**src/rtl/fdf_pkg.sv**
```systemverilog
package fdf_pkg;

  typedef enum logic [2:0] {
    S_IDLE,
    S_PICK,
    S_REQ,
    S_RSP,
    S_CHECK,
    S_NEXT
  } seq_state_t;

  localparam logic [31:0] PTR_MASK    = 32'hFFFF_FFF0;
  localparam logic [31:0] BRANCH_MASK = 32'hFFFF_FFF3;
  localparam logic [31:0] DESC_BYTES  = 32'd16;

  // whole span [a, a+len) inside [base, base+size)
  function automatic logic span_fits(input logic [31:0] a, input logic [31:0] len,
                                     input logic [31:0] base, input logic [31:0] size);
    span_fits = (a >= base) && (({1'b0, a} + {1'b0, len}) <= ({1'b0, base} + {1'b0, size}));
  endfunction

  // point a inside [base, base+size], end inclusive
  function automatic logic point_fits(input logic [31:0] a,
                                      input logic [31:0] base, input logic [31:0] size);
    point_fits = (a >= base) && ({1'b0, a} <= ({1'b0, base} + {1'b0, size}));
  endfunction

endpackage

```
**src/rtl/fdf_chan_regs.sv**
```systemverilog
module fdf_chan_regs
  import fdf_pkg::*;
(
  input  logic        clk,
  input  logic        rst_n,
  input  logic        wr_ptr,
  input  logic        wr_branch,
  input  logic [31:0] wdata,
  input  logic        clr_src,
  input  logic        load,
  input  logic [31:0] ld_next,
  input  logic [31:0] ld_src,
  input  logic [31:0] ld_id,
  input  logic [31:0] ld_cmd,
  input  logic        take_branch,
  output logic [31:0] ptr_q,
  output logic [31:0] src_q,
  output logic [31:0] id_q,
  output logic [31:0] cmd_q,
  output logic [31:0] branch_q
);

  always_ff @(posedge clk) begin
    if (!rst_n) begin
      ptr_q    <= '0;
      src_q    <= '0;
      id_q     <= '0;
      cmd_q    <= '0;
      branch_q <= '0;
    end else begin
      if (clr_src) src_q <= '0;
      if (load) begin
        ptr_q <= ld_next;
        src_q <= ld_src;
        id_q  <= ld_id;
        cmd_q <= ld_cmd;
      end else if (wr_ptr) begin
        ptr_q <= wdata & PTR_MASK;
      end
      if (wr_branch)        branch_q    <= wdata & BRANCH_MASK;
      else if (take_branch) branch_q[0] <= 1'b0;
    end
  end

  // a consumed redirect request is gone the next cycle unless software rewrote it
  assert_branch_oneshot_R6: assert property (@(posedge clk) disable iff (!rst_n)
    take_branch && !wr_branch |=> !branch_q[0]);

  // a load never coincides with the frame-start clear
  assert_clear_not_load_R4: assert property (@(posedge clk) disable iff (!rst_n)
    clr_src |-> !load);

endmodule

```
**src/rtl/fdf_seq.sv**
```systemverilog
module fdf_seq
  import fdf_pkg::*;
#(
  parameter int          NCH     = 7,
  parameter int          CW      = 3,
  parameter logic [31:0] W0_BASE = 32'h0000_1000,
  parameter logic [31:0] W0_SIZE = 32'h0000_1000,
  parameter logic [31:0] W1_BASE = 32'h0004_0000,
  parameter logic [31:0] W1_SIZE = 32'h0000_0100
) (
  input  logic                  clk,
  input  logic                  rst_n,
  input  logic                  frame_start,
  input  logic [NCH-1:0]        chan_en,
  input  logic [NCH-1:0][31:0]  ptr_vec,
  input  logic [NCH-1:0]        br_req,
  input  logic [NCH-1:0]        br_int,
  input  logic [NCH-1:0][27:0]  br_addr,
  output logic                  clr_src,
  output logic [NCH-1:0]        load_vec,
  output logic [NCH-1:0]        take_vec,
  output logic [31:0]           ld_next,
  output logic [31:0]           ld_src,
  output logic [31:0]           ld_id,
  output logic [31:0]           ld_cmd,
  output logic                  mem_req_valid,
  input  logic                  mem_req_ready,
  output logic [31:0]           mem_req_addr,
  input  logic                  mem_rsp_valid,
  output logic                  mem_rsp_ready,
  input  logic [31:0]           mem_rsp_data,
  output logic                  busy,
  output logic [NCH-1:0]        bs_event,
  output logic                  ber_event,
  output logic [CW-1:0]         ber_chan
);

  localparam logic [CW-1:0] LAST_CH = CW'(NCH - 1);

  seq_state_t        state_q;
  logic [CW-1:0]     ch_q;
  logic [1:0]        widx_q;
  logic [31:0]       base_q;
  logic [2:0][31:0]  buf_q;

  logic [31:0] pick_ptr;
  logic        pick_ok;
  logic        src_ok;

  assign pick_ptr = br_req[ch_q] ? {br_addr[ch_q], 4'b0000} : ptr_vec[ch_q];
  assign pick_ok  = span_fits(pick_ptr, DESC_BYTES, W0_BASE, W0_SIZE) ||
                    span_fits(pick_ptr, DESC_BYTES, W1_BASE, W1_SIZE);
  assign src_ok   = (buf_q[1] != 32'd0) &&
                    (point_fits(buf_q[1], W0_BASE, W0_SIZE) ||
                     point_fits(buf_q[1], W1_BASE, W1_SIZE));

  always_comb begin
    take_vec = '0;
    load_vec = '0;
    if (state_q == S_PICK && chan_en[ch_q] && br_req[ch_q]) take_vec[ch_q] = 1'b1;
    if (state_q == S_RSP && mem_rsp_valid && widx_q == 2'd3) load_vec[ch_q] = 1'b1;
  end

  assign bs_event      = take_vec & br_int;
  assign clr_src       = (state_q == S_IDLE) && frame_start;
  assign mem_req_valid = (state_q == S_REQ);
  assign mem_req_addr  = base_q + {28'd0, widx_q, 2'b00};
  assign mem_rsp_ready = (state_q == S_RSP);
  assign ld_next       = buf_q[0];
  assign ld_src        = buf_q[1];
  assign ld_id         = buf_q[2];
  assign ld_cmd        = mem_rsp_data;
  assign ber_event     = (state_q == S_CHECK) && !src_ok;
  assign ber_chan      = ch_q;
  assign busy          = (state_q != S_IDLE);

  always_ff @(posedge clk) begin
    if (!rst_n) begin
      state_q <= S_IDLE;
      ch_q    <= '0;
      widx_q  <= '0;
      base_q  <= '0;
      buf_q   <= '0;
    end else begin
      case (state_q)
        S_IDLE: if (frame_start) begin
          ch_q    <= '0;
          state_q <= S_PICK;
        end
        S_PICK: begin
          buf_q  <= '0;
          widx_q <= '0;
          base_q <= pick_ptr;
          if (!chan_en[ch_q]) state_q <= S_NEXT;
          else if (pick_ok)   state_q <= S_REQ;
          else                state_q <= S_CHECK;
        end
        S_REQ: if (mem_req_ready) state_q <= S_RSP;
        S_RSP: if (mem_rsp_valid) begin
          case (widx_q)
            2'd0:    buf_q[0] <= mem_rsp_data;
            2'd1:    buf_q[1] <= mem_rsp_data;
            2'd2:    buf_q[2] <= mem_rsp_data;
            default: ;
          endcase
          if (widx_q == 2'd3) begin
            state_q <= S_CHECK;
          end else begin
            widx_q  <= widx_q + 2'd1;
            state_q <= S_REQ;
          end
        end
        S_CHECK: state_q <= S_NEXT;
        S_NEXT: begin
          if (ch_q == LAST_CH) begin
            state_q <= S_IDLE;
          end else begin
            ch_q    <= ch_q + 1'b1;
            state_q <= S_PICK;
          end
        end
        default: state_q <= S_IDLE;
      endcase
    end
  end

  // a stalled request keeps its address
  assert_req_hold_R10: assert property (@(posedge clk) disable iff (!rst_n)
    mem_req_valid && !mem_req_ready |=> mem_req_valid && $stable(mem_req_addr));

  // never request and wait for a response in the same cycle
  assert_one_outstanding_R10: assert property (@(posedge clk) disable iff (!rst_n)
    !(mem_req_valid && mem_rsp_ready));

  // every word requested lies inside a window
  assert_req_in_window_R7: assert property (@(posedge clk) disable iff (!rst_n)
    mem_req_valid |-> (span_fits(mem_req_addr, 32'd4, W0_BASE, W0_SIZE) ||
                       span_fits(mem_req_addr, 32'd4, W1_BASE, W1_SIZE)));

  // an accepted frame start makes the block busy
  assert_busy_start_R9: assert property (@(posedge clk) disable iff (!rst_n)
    frame_start && !busy |=> busy);

  // no memory traffic while idle
  assert_idle_quiet_R9: assert property (@(posedge clk) disable iff (!rst_n)
    !busy |-> !mem_req_valid && !mem_rsp_ready);

  // at most one branch event at a time
  assert_bs_onehot_R6: assert property (@(posedge clk) disable iff (!rst_n)
    $onehot0(bs_event));

  // bus errors never overlap a memory transfer
  assert_ber_quiet_R8: assert property (@(posedge clk) disable iff (!rst_n)
    ber_event |-> !mem_req_valid && !mem_rsp_ready);

endmodule

```
**src/rtl/frame_desc_fetcher.sv**
```systemverilog
module frame_desc_fetcher
  import fdf_pkg::*;
#(
  parameter int          NCH     = 7,
  parameter int          REG_AW  = 12,
  parameter logic [31:0] W0_BASE = 32'h0000_1000,
  parameter logic [31:0] W0_SIZE = 32'h0000_1000,
  parameter logic [31:0] W1_BASE = 32'h0004_0000,
  parameter logic [31:0] W1_SIZE = 32'h0000_0100,
  localparam int         CW      = (NCH > 1) ? $clog2(NCH) : 1
) (
  input  logic              clk,
  input  logic              rst_n,
  input  logic              frame_start,
  input  logic [NCH-1:0]    chan_en,
  input  logic [REG_AW-1:0] reg_addr,
  input  logic              reg_wr,
  input  logic [31:0]       reg_wdata,
  output logic [31:0]       reg_rdata,
  output logic              mem_req_valid,
  input  logic              mem_req_ready,
  output logic [31:0]       mem_req_addr,
  input  logic              mem_rsp_valid,
  output logic              mem_rsp_ready,
  input  logic [31:0]       mem_rsp_data,
  output logic              busy,
  output logic [NCH-1:0]    bs_event,
  output logic              ber_event,
  output logic [CW-1:0]     ber_chan
);

  localparam int CH_BASE = 'h200;
  localparam int CH_STEP = 16;
  localparam int BR_BASE = 'h100;
  localparam int BR_STEP = 4;

  logic [NCH-1:0][31:0] ptr_vec, src_vec, id_vec, cmd_vec, branch_vec;
  logic [NCH-1:0][27:0] br_addr;
  logic [NCH-1:0]       br_req, br_int, wr_ptr, wr_branch, load_vec, take_vec;
  logic                 clr_src;
  logic [31:0]          ld_next, ld_src, ld_id, ld_cmd;

  for (genvar k = 0; k < NCH; k++) begin : g_ch
    assign wr_ptr[k]    = reg_wr && (reg_addr == REG_AW'(CH_BASE + CH_STEP * k));
    assign wr_branch[k] = reg_wr && (reg_addr == REG_AW'(BR_BASE + BR_STEP * k));
    assign br_req[k]    = branch_vec[k][0];
    assign br_int[k]    = branch_vec[k][1];
    assign br_addr[k]   = branch_vec[k][31:4];

    fdf_chan_regs u_regs (
      .clk         (clk),
      .rst_n       (rst_n),
      .wr_ptr      (wr_ptr[k]),
      .wr_branch   (wr_branch[k]),
      .wdata       (reg_wdata),
      .clr_src     (clr_src),
      .load        (load_vec[k]),
      .ld_next     (ld_next),
      .ld_src      (ld_src),
      .ld_id       (ld_id),
      .ld_cmd      (ld_cmd),
      .take_branch (take_vec[k]),
      .ptr_q       (ptr_vec[k]),
      .src_q       (src_vec[k]),
      .id_q        (id_vec[k]),
      .cmd_q       (cmd_vec[k]),
      .branch_q    (branch_vec[k])
    );
  end

  fdf_seq #(
    .NCH(NCH), .CW(CW),
    .W0_BASE(W0_BASE), .W0_SIZE(W0_SIZE), .W1_BASE(W1_BASE), .W1_SIZE(W1_SIZE)
  ) u_seq (
    .clk           (clk),
    .rst_n         (rst_n),
    .frame_start   (frame_start),
    .chan_en       (chan_en),
    .ptr_vec       (ptr_vec),
    .br_req        (br_req),
    .br_int        (br_int),
    .br_addr       (br_addr),
    .clr_src       (clr_src),
    .load_vec      (load_vec),
    .take_vec      (take_vec),
    .ld_next       (ld_next),
    .ld_src        (ld_src),
    .ld_id         (ld_id),
    .ld_cmd        (ld_cmd),
    .mem_req_valid (mem_req_valid),
    .mem_req_ready (mem_req_ready),
    .mem_req_addr  (mem_req_addr),
    .mem_rsp_valid (mem_rsp_valid),
    .mem_rsp_ready (mem_rsp_ready),
    .mem_rsp_data  (mem_rsp_data),
    .busy          (busy),
    .bs_event      (bs_event),
    .ber_event     (ber_event),
    .ber_chan      (ber_chan)
  );

  always_comb begin
    reg_rdata = '0;
    for (int k = 0; k < NCH; k++) begin
      if (reg_addr == REG_AW'(BR_BASE + BR_STEP * k))       reg_rdata = branch_vec[k];
      if (reg_addr == REG_AW'(CH_BASE + CH_STEP * k))       reg_rdata = ptr_vec[k];
      if (reg_addr == REG_AW'(CH_BASE + CH_STEP * k + 4))   reg_rdata = src_vec[k];
      if (reg_addr == REG_AW'(CH_BASE + CH_STEP * k + 8))   reg_rdata = id_vec[k];
      if (reg_addr == REG_AW'(CH_BASE + CH_STEP * k + 12))  reg_rdata = cmd_vec[k];
    end
  end

  // every source register is zero right after an accepted frame start
  assert_src_cleared_R4: assert property (@(posedge clk) disable iff (!rst_n)
    frame_start && !busy |=> src_vec == '0);

  // a branch event needs both the request and the event flag in that channel
  assert_bs_needs_flag_R6: assert property (@(posedge clk) disable iff (!rst_n)
    (bs_event & ~(br_req & br_int)) == '0);

  // the reported channel always exists
  assert_ber_chan_R8: assert property (@(posedge clk) disable iff (!rst_n)
    ber_event |-> int'(ber_chan) < NCH);

  // a pointer written by software is 16-byte aligned
  assert_ptr_aligned_R2: assert property (@(posedge clk) disable iff (!rst_n)
    wr_ptr[0] && !load_vec[0] |=> ptr_vec[0][3:0] == 4'd0);

endmodule

```
**config.mk**
```make
export PLATFORM = sky130hd
export DESIGN_NAME = frame_desc_fetcher
export DESIGN_NICKNAME = d
export VERILOG_FILES = /design/src/rtl/fdf_pkg.sv /design/src/rtl/fdf_chan_regs.sv /design/src/rtl/fdf_seq.sv /design/src/rtl/frame_desc_fetcher.sv
export SDC_FILE = /design/constraint.sdc
export NUM_CORES = 2
export LEC_CHECK = 0
export ABC_AREA = 1
export CAP_MARGIN = 20
export CORE_AREA = 5 5 387 541
export DETAILED_ROUTE_END_ITERATION = 8
export DIE_AREA = 0 0 392 546
export PLACE_DENSITY = 0.42
export SYNTH_ARGS = -nofsm -noshare
export SYNTH_HDL_FRONTEND = slang
export SYNTH_SLANG_ARGS = --single-unit
```
**constraint.sdc**
```tcl
create_clock -name clk -period 5.55 [get_ports clk]
set_input_delay 1.11 -clock clk [delete_from_list [all_inputs] [get_ports clk]]
set_output_delay 1.11 -clock clk [all_outputs]
set_load 0.01 [all_outputs]
```
# Word-level counts from Yosys, hierarchy flattened
# Index checks and enable logic that the tools add are counted.
# W data, S select, Z words.
[op_classes]
eq_ne = 52
reduce_logical = 62
n_addsub = 4
n_mux = 103
bitwise = 1
n_lt_le_gt_ge = 10
[op_table]
columns = ["operator", "count"]
rows = [
  ["$mux W32", 62],
  ["$eq A12 B10 Y1 const B", 28],
  ["$pmux W96 S2", 1],
  ["$bmux W32 S3", 1],
  ["$mux W96", 1],
  ["$bmux W28 S3", 1],
  ["$eq A12 B9 Y1 const B", 7],
  ["$ge A32 B13 Y1 const B", 2],
  ["$ge A32 B19 Y1 const B", 2],
  ["$reduce_bool A2 Y1", 23],
  ["$add A32 B5 Y33 const B", 1],
  ["$le A33 B14 Y1 const B", 1],
  ["$le A33 B19 Y1 const B", 1],
  ["$add A32 B4 Y32", 1],
  ["$le A32 B14 Y1 const B", 1],
  ["$le A32 B19 Y1 const B", 1],
  ["$reduce_bool A32 Y1", 1],
  ["$mux W28", 1],
  ["$logic_and A1 B1 Y1", 26],
  ["$mux W3", 8],
  ["$mux W1", 18],
  ["$pmux W3 S6", 1],
  ["$reduce_and A3 Y1", 6],
  ["$mux W7", 2],
  ["22 further kinds", 35],
]
[totals]
output_inout_bits = 78
ff_bits = 1242
input_bits = 89

# Depth between registers and ports, before layout
[depth]
ltp_word = 36
depth_mapped = 46
mapped_depth_nobuf = 46

# Modules after synthesis
# From an unflattened synthesis, not the netlist that was laid out.
[hier_totals]
cells_unflattened = 10300
hier_area_um2 = 64254.1
[modules_own_cells]
columns = ["mod", "cells_each", "seq_area_each_um2", "n_inst", "area_each_um2"]
rows = [
  ["fdf_chan_regs", 780, 3163.0, 7, 5798.1],
  ["fdf_seq", 2556, 2722.6, 1, 13426.6],
  ["frame_desc_fetcher", 2284, 0.0, 1, 10241.1],
]

# Worst setup path before layout
# No wires, ideal clock.
[synth_timing]
path_kind = "input to output"
start = "input port reg_addr[1]"
end = "output port reg_rdata[3]"
path_slack_ns = 0.441
path_buffers = 2
required_time_ns = 4.440
arrival_ns = 3.999
cell_stages = 27
cell_sequence = "nor2_1 nand3_1 nor2_1 inv_1 nor2_1 inv_1 clkbuf_1 clkbuf_1 o211ai_1 o211ai_1 a21oi_1 o221ai_1 nand2_1 o2111ai_1 o211ai_1 nand2_1 a21oi_1 nor2_1 o21ai_0 nand2_1 nand3_1 nand2_1 nand2_1 nand2_1 nand2_1 nand2_1 a21oi_1"
[synth_between]
elab_chain_len = 35
word_cells_on_any_way = 68
cone_classes = "34 x eq/ne; 34 x mux"
[synth_lines]
columns = ["element", "line_no", "rtl"]
rows = [
  ["from (decl)", "frame_desc_fetcher.sv:16", "input logic [REG_AW-1:0] reg_addr,"],
  ["$eq A12 B10 Y1", "frame_desc_fetcher.sv:106", "if (reg_addr == REG_AW'(CH_BASE + CH_STEP * k)) reg_rdata = ptr_vec[k];"],
  ["$mux W32", "frame_desc_fetcher.sv:106", ""],
  ["$mux W32", "frame_desc_fetcher.sv:107", "if (reg_addr == REG_AW'(CH_BASE + CH_STEP * k + 4)) reg_rdata = src_vec[k];"],
  ["$mux W32", "frame_desc_fetcher.sv:108", "if (reg_addr == REG_AW'(CH_BASE + CH_STEP * k + 8)) reg_rdata = id_vec[k];"],
  ["$mux W32", "frame_desc_fetcher.sv:109", "if (reg_addr == REG_AW'(CH_BASE + CH_STEP * k + 12)) reg_rdata = cmd_vec[k];"],
  ["$mux W32", "frame_desc_fetcher.sv:105", "if (reg_addr == REG_AW'(BR_BASE + BR_STEP * k)) reg_rdata = branch_vec[k];"],
  ["$mux W32", "frame_desc_fetcher.sv:106", ""],
  ["$mux W32", "frame_desc_fetcher.sv:107", ""],
  ["[... 19 more ...]", "n/a", ""],
  ["$mux W32", "frame_desc_fetcher.sv:107", ""],
  ["$mux W32", "frame_desc_fetcher.sv:108", ""],
  ["$mux W32", "frame_desc_fetcher.sv:109", ""],
  ["$mux W32", "frame_desc_fetcher.sv:105", ""],
  ["$mux W32", "frame_desc_fetcher.sv:106", ""],
  ["$mux W32", "frame_desc_fetcher.sv:107", ""],
  ["$mux W32", "frame_desc_fetcher.sv:108", ""],
  ["$mux W32 (*)", "frame_desc_fetcher.sv:109", ""],
  ["to (decl)", "frame_desc_fetcher.sv:19", "output logic [31:0] reg_rdata,"],
]
# Every way passes the cells marked *; elsewhere a longest branch is shown, timed or not.

# Worst setup path in the final report
[layout_timing]
start = "input port reg_addr[11]"
end = "output port reg_rdata[3]"
# Same word-level chain as after synthesis.

==> impl_metrics.csv <==
group,metric,value,unit
worst_setup_path,r2r_end,"u_seq.state_q[2]",
sta,finalMaxSlewViolations,0,
sta,min_period,6146,ps
finish,final_common_cell,"nand2_1",
sta,rsz0062_at_grt,"true",
global_routing,grt_overflow_total,0,
clock_network,cts-buffers-inserted,148,
worst_setup_path,cp_common_cell,"nand2_1",
worst_setup_path,max_stage_delay,290,ps
worst_setup_path,crit_arrival,5040,ps
pwr,comb_power_share,0.074,
pwr,seqPwrFrac,0.453,
pwr,clkPwrFrac,0.474,
placed_design,port_buffers,164,
global_routing,first_global_vias,64930,
yosys,yosysUniqueCellTypes,64,
worst_setup_path,cp_max_fo,4,
yosys,ys_seq_area_frac,0.4095,
job,drv_cap,0,
sta,max_freq,162.7,MHz
sta,fin_worst_skew,48.04,ps
sta,finalSetupViolations,32,
clock_network,clkTransAtPathRegs,60,ps
route,routed_via_density,5.789,
yosys,postSynthCellCount,9136,
finish,fin_cells,12160,
hold_path,hold_depth,2,
sta,hold_viol_final,0,
route,first_iter_violations,9492,
placed_design,place_hpwl,275.0,mm
global_routing,antenna_found_initial,46,
placed_design,placedCellCount,11820,
worst_setup_path,endpoint_kind,"primary output",
yosys,synth-seq-cells,1242,
route,wl_per_cell,33.16,um
route,drc,0,
clock_network,cts_buffer_depth,4,
finish,syn2layout_area_growth,26.22,%
floorplanning,die-height,546,um
clock_network,cts_tree,"done",
hold_path,min_to,"g_ch[6].u_regs.id_q[15]",
pwr,cell_internal_pwr,15.17,mW
yosys,netlist_area,60710,um2
yosys,synth_area_per_cell,6.645,um2
pwr,p_sw,5.956,mW
yosys,synth_ff_type,"dfxtp_1",
yosys,syn_nets,9237,
worst_setup_path,worstPathRequired,4440,ps
yosys,yosysWarnings,0,
worst_setup_path,start_kind,"input port",
global_routing,grt_max_degree,201,
worst_setup_path,slowest_stage,"o211ai_1",
route,ant_nets,0,
floorplanning,core,203500,um2
worst_setup_path,worst-setup-path-type,"input port to primary output",
hold_path,hp-class,"flop to flop",
pwr,power_switching_share,0.2820,
finish,drive_gt1_frac,0.1516,
yosys,synthArstFlopShare,0,
sta,slew_headroom,0.1688,
finish,fin_util,0.3765,
placed_design,place.gp.congestion,0.9775,
global_routing,grt_usage,0.3602,
finish,layout_common_cells,"nand2_1, o21ai_0, dfxtp_1",
floorplanning,start_util,0.2983,
sta,fin_ws,-596.3,ps
floorplanning,pin_count,167,
floorplanning,dieArea,214000,um2
pwr,vdd_drop_max,0.2192,mV
sta,tightest_slew,1245,ps
sta,fin_crit_sh,1.107,
floorplanning,num_rows,196,
worst_setup_path,reg2reg_slack,460,ps
hold_path,min_from,"g_ch[6].u_regs.id_q[15]",
global_routing,grt_pass1_wl,542.9,mm
worst_setup_path,r2r_cells,28,
clock_network,cts.sinks,1242,
route,drt_pass1_iterations,9,
floorplanning,fp.dieW,392,um
clock_network,h-tree-depth,4,
finish,ff_latch_area,24870,um2
status,status,"complete, but fails checks",
clock_network,clkLatencyLatePin,830,ps
pwr,power.leakage,31.26,nW
finish,multi_input_area,31400,um2
yosys,synth_edf_count,0,
finish,num-nets-final,9466,
route,vias,70380,
pwr,powerDensity,275.7,nW/um2
route,wirelength,403.1,mm
clock_network,cts.root.buffer_cell,"clkbuf_16",
worst_setup_path,r2r-start,"u_seq.ber_chan[2]",
status,violations,"negative setup slack",
sta,holdWs,453.6,ps
finish,fill_cells,21730,
## synthesized netlist by cell type, drive strengths merged (2+ instances only)
cell | instances | area, um2
xor2 | 38 | 332.8
a211o | 3 | 26.28
o31ai | 2 | 15.01
clkbuf | 662 | 2525
o21bai | 6 | 45.04
nand2 | 1791 | 6758
ha | 11 | 137.6
xnor2 | 6 | 52.55
a31oi | 202 | 1285
a211oi | 9 | 67.56
clkinv | 12 | 46.29
a21oi | 1137 | 5698
nand4 | 36 | 225.2
o211ai | 49 | 367.9
nor4 | 11 | 90.08
dfxtp | 1242 | 24860
nand3 | 446 | 2257
buf | 152 | 720.7
o2111ai | 11 | 96.34
o221ai | 18 | 157.7
o21ai | 1469 | 7356
a22oi | 19 | 142.6
o41ai | 7 | 61.31
inv | 757 | 2841
nand3b | 3 | 35.03
nor2 | 857 | 3259
a32o | 3 | 30.03
o22ai | 67 | 419.2
or2 | 22 | 137.6
a22o | 13 | 113.9
a221oi | 25 | 219.0
nor3 | 40 | 231.5
## power by group through the flow
stage / Sequential [mW] / Clock [mW] / Combinational (mW)
final: 9.56 / 10.0 / 1.56
after global routing: 9.55 / 10.4 / 1.61
after CTS: 9.53 / 10.1 / 1.51
after detailed placement: 9.73 / 0 / 1.49
after global placement: 9.73 / 0 / 1.49
after floorplan: 9.29 / 0 / 0.866
## final cells by class
class,instances,area share
sequential,1242,0.3245
tap,2673,0.04364
timing repair buffer,893,0.1218
clock buffer,210,0.05582
inverter,769,0.03837
multi-input combinational,6311,0.4097
antenna,20,0.0006531
clock inverter,39,0.005519
## metrics by stage
stage | power [mW] | worst slack [ps] | instance area, um2 | setup TNS [ps]
floorplan | 10.15 | 440.9 | 60710 | 0
global placement | 11.22 | -1783 | 69510 | -47380
detailed placement | 11.22 | -1751 | 69510 | -47070
CTS | 21.13 | -564.2 | 75890 | -12610
global route | 21.55 | -839.4 | 76600 | -22570
finish | 21.12 | -596.3 | 76630 | -12910
## what timing repair did
action	in CTS	in global routing
gates resized for setup	597	195
cloned	6	1
setup buffers	43	19
pin swaps	198	245
endpoints found under the setup margin	43	42
hold buffers	0	0
## worst max-delay path: cells and delay by family
kind                   cells  cell delay, ps
AOI/OAI and AO/OA          9            1380
and+or+nand+nor           14            1150
buffers and inverters     11            1400
## layer usage
metal	up-vias	global-route usage	part of all wire	wire length, um
met5	-	0	0.00025	100
met4	16	0.2551	0.089	36080
met3	1244	0.08238	0.10	40730
met2	4435	0.5551	0.43	174700
met1	33900	0.4423	0.38	151500
li1	30780	-	-	-
## worst max-delay path by stage
stage            startpoint       endpoint
3_3_place_gp    reg_addr[4]  reg_rdata[20]
3_5_place_dp    reg_addr[4]  reg_rdata[20]
2_1_floorplan   reg_addr[1]   reg_rdata[3]
4_1_cts         reg_addr[1]   reg_rdata[3]
5_1_grt        reg_addr[11]  reg_rdata[14]
6_report       reg_addr[11]   reg_rdata[3]
## cells by family (layout without fill, tap and decap cells)
family | after synthesis | after routing | synth area share
other cells | 0 | 20 | 0
fa+ha+maj | 12 | 12 | 0.002597
buf+inv | 1583 | 1911 | 0.1010
flops | 1242 | 1242 | 0.4095
simple gates | 3210 | 3210 | 0.2146
compound gates | 3045 | 3045 | 0.2659
xor+xnor | 44 | 44 | 0.006347
## registers in the layout (all words and copies together) (netlist names)
signal,cells
u_seq.ld_next,32
g_ch.u_regs.src_q,224
u_seq.state_q,3
u_seq.ld_src,32
g_ch.u_regs.cmd_q,224
u_seq.widx_q,2
u_seq.ber_chan,3
g_ch.u_regs.id_q,224
u_seq.base_q,32
u_seq.ld_id,32
g_ch.u_regs.ptr_q,224
g_ch.u_regs.branch_q,210
Power figures use the tool's default switching activity.
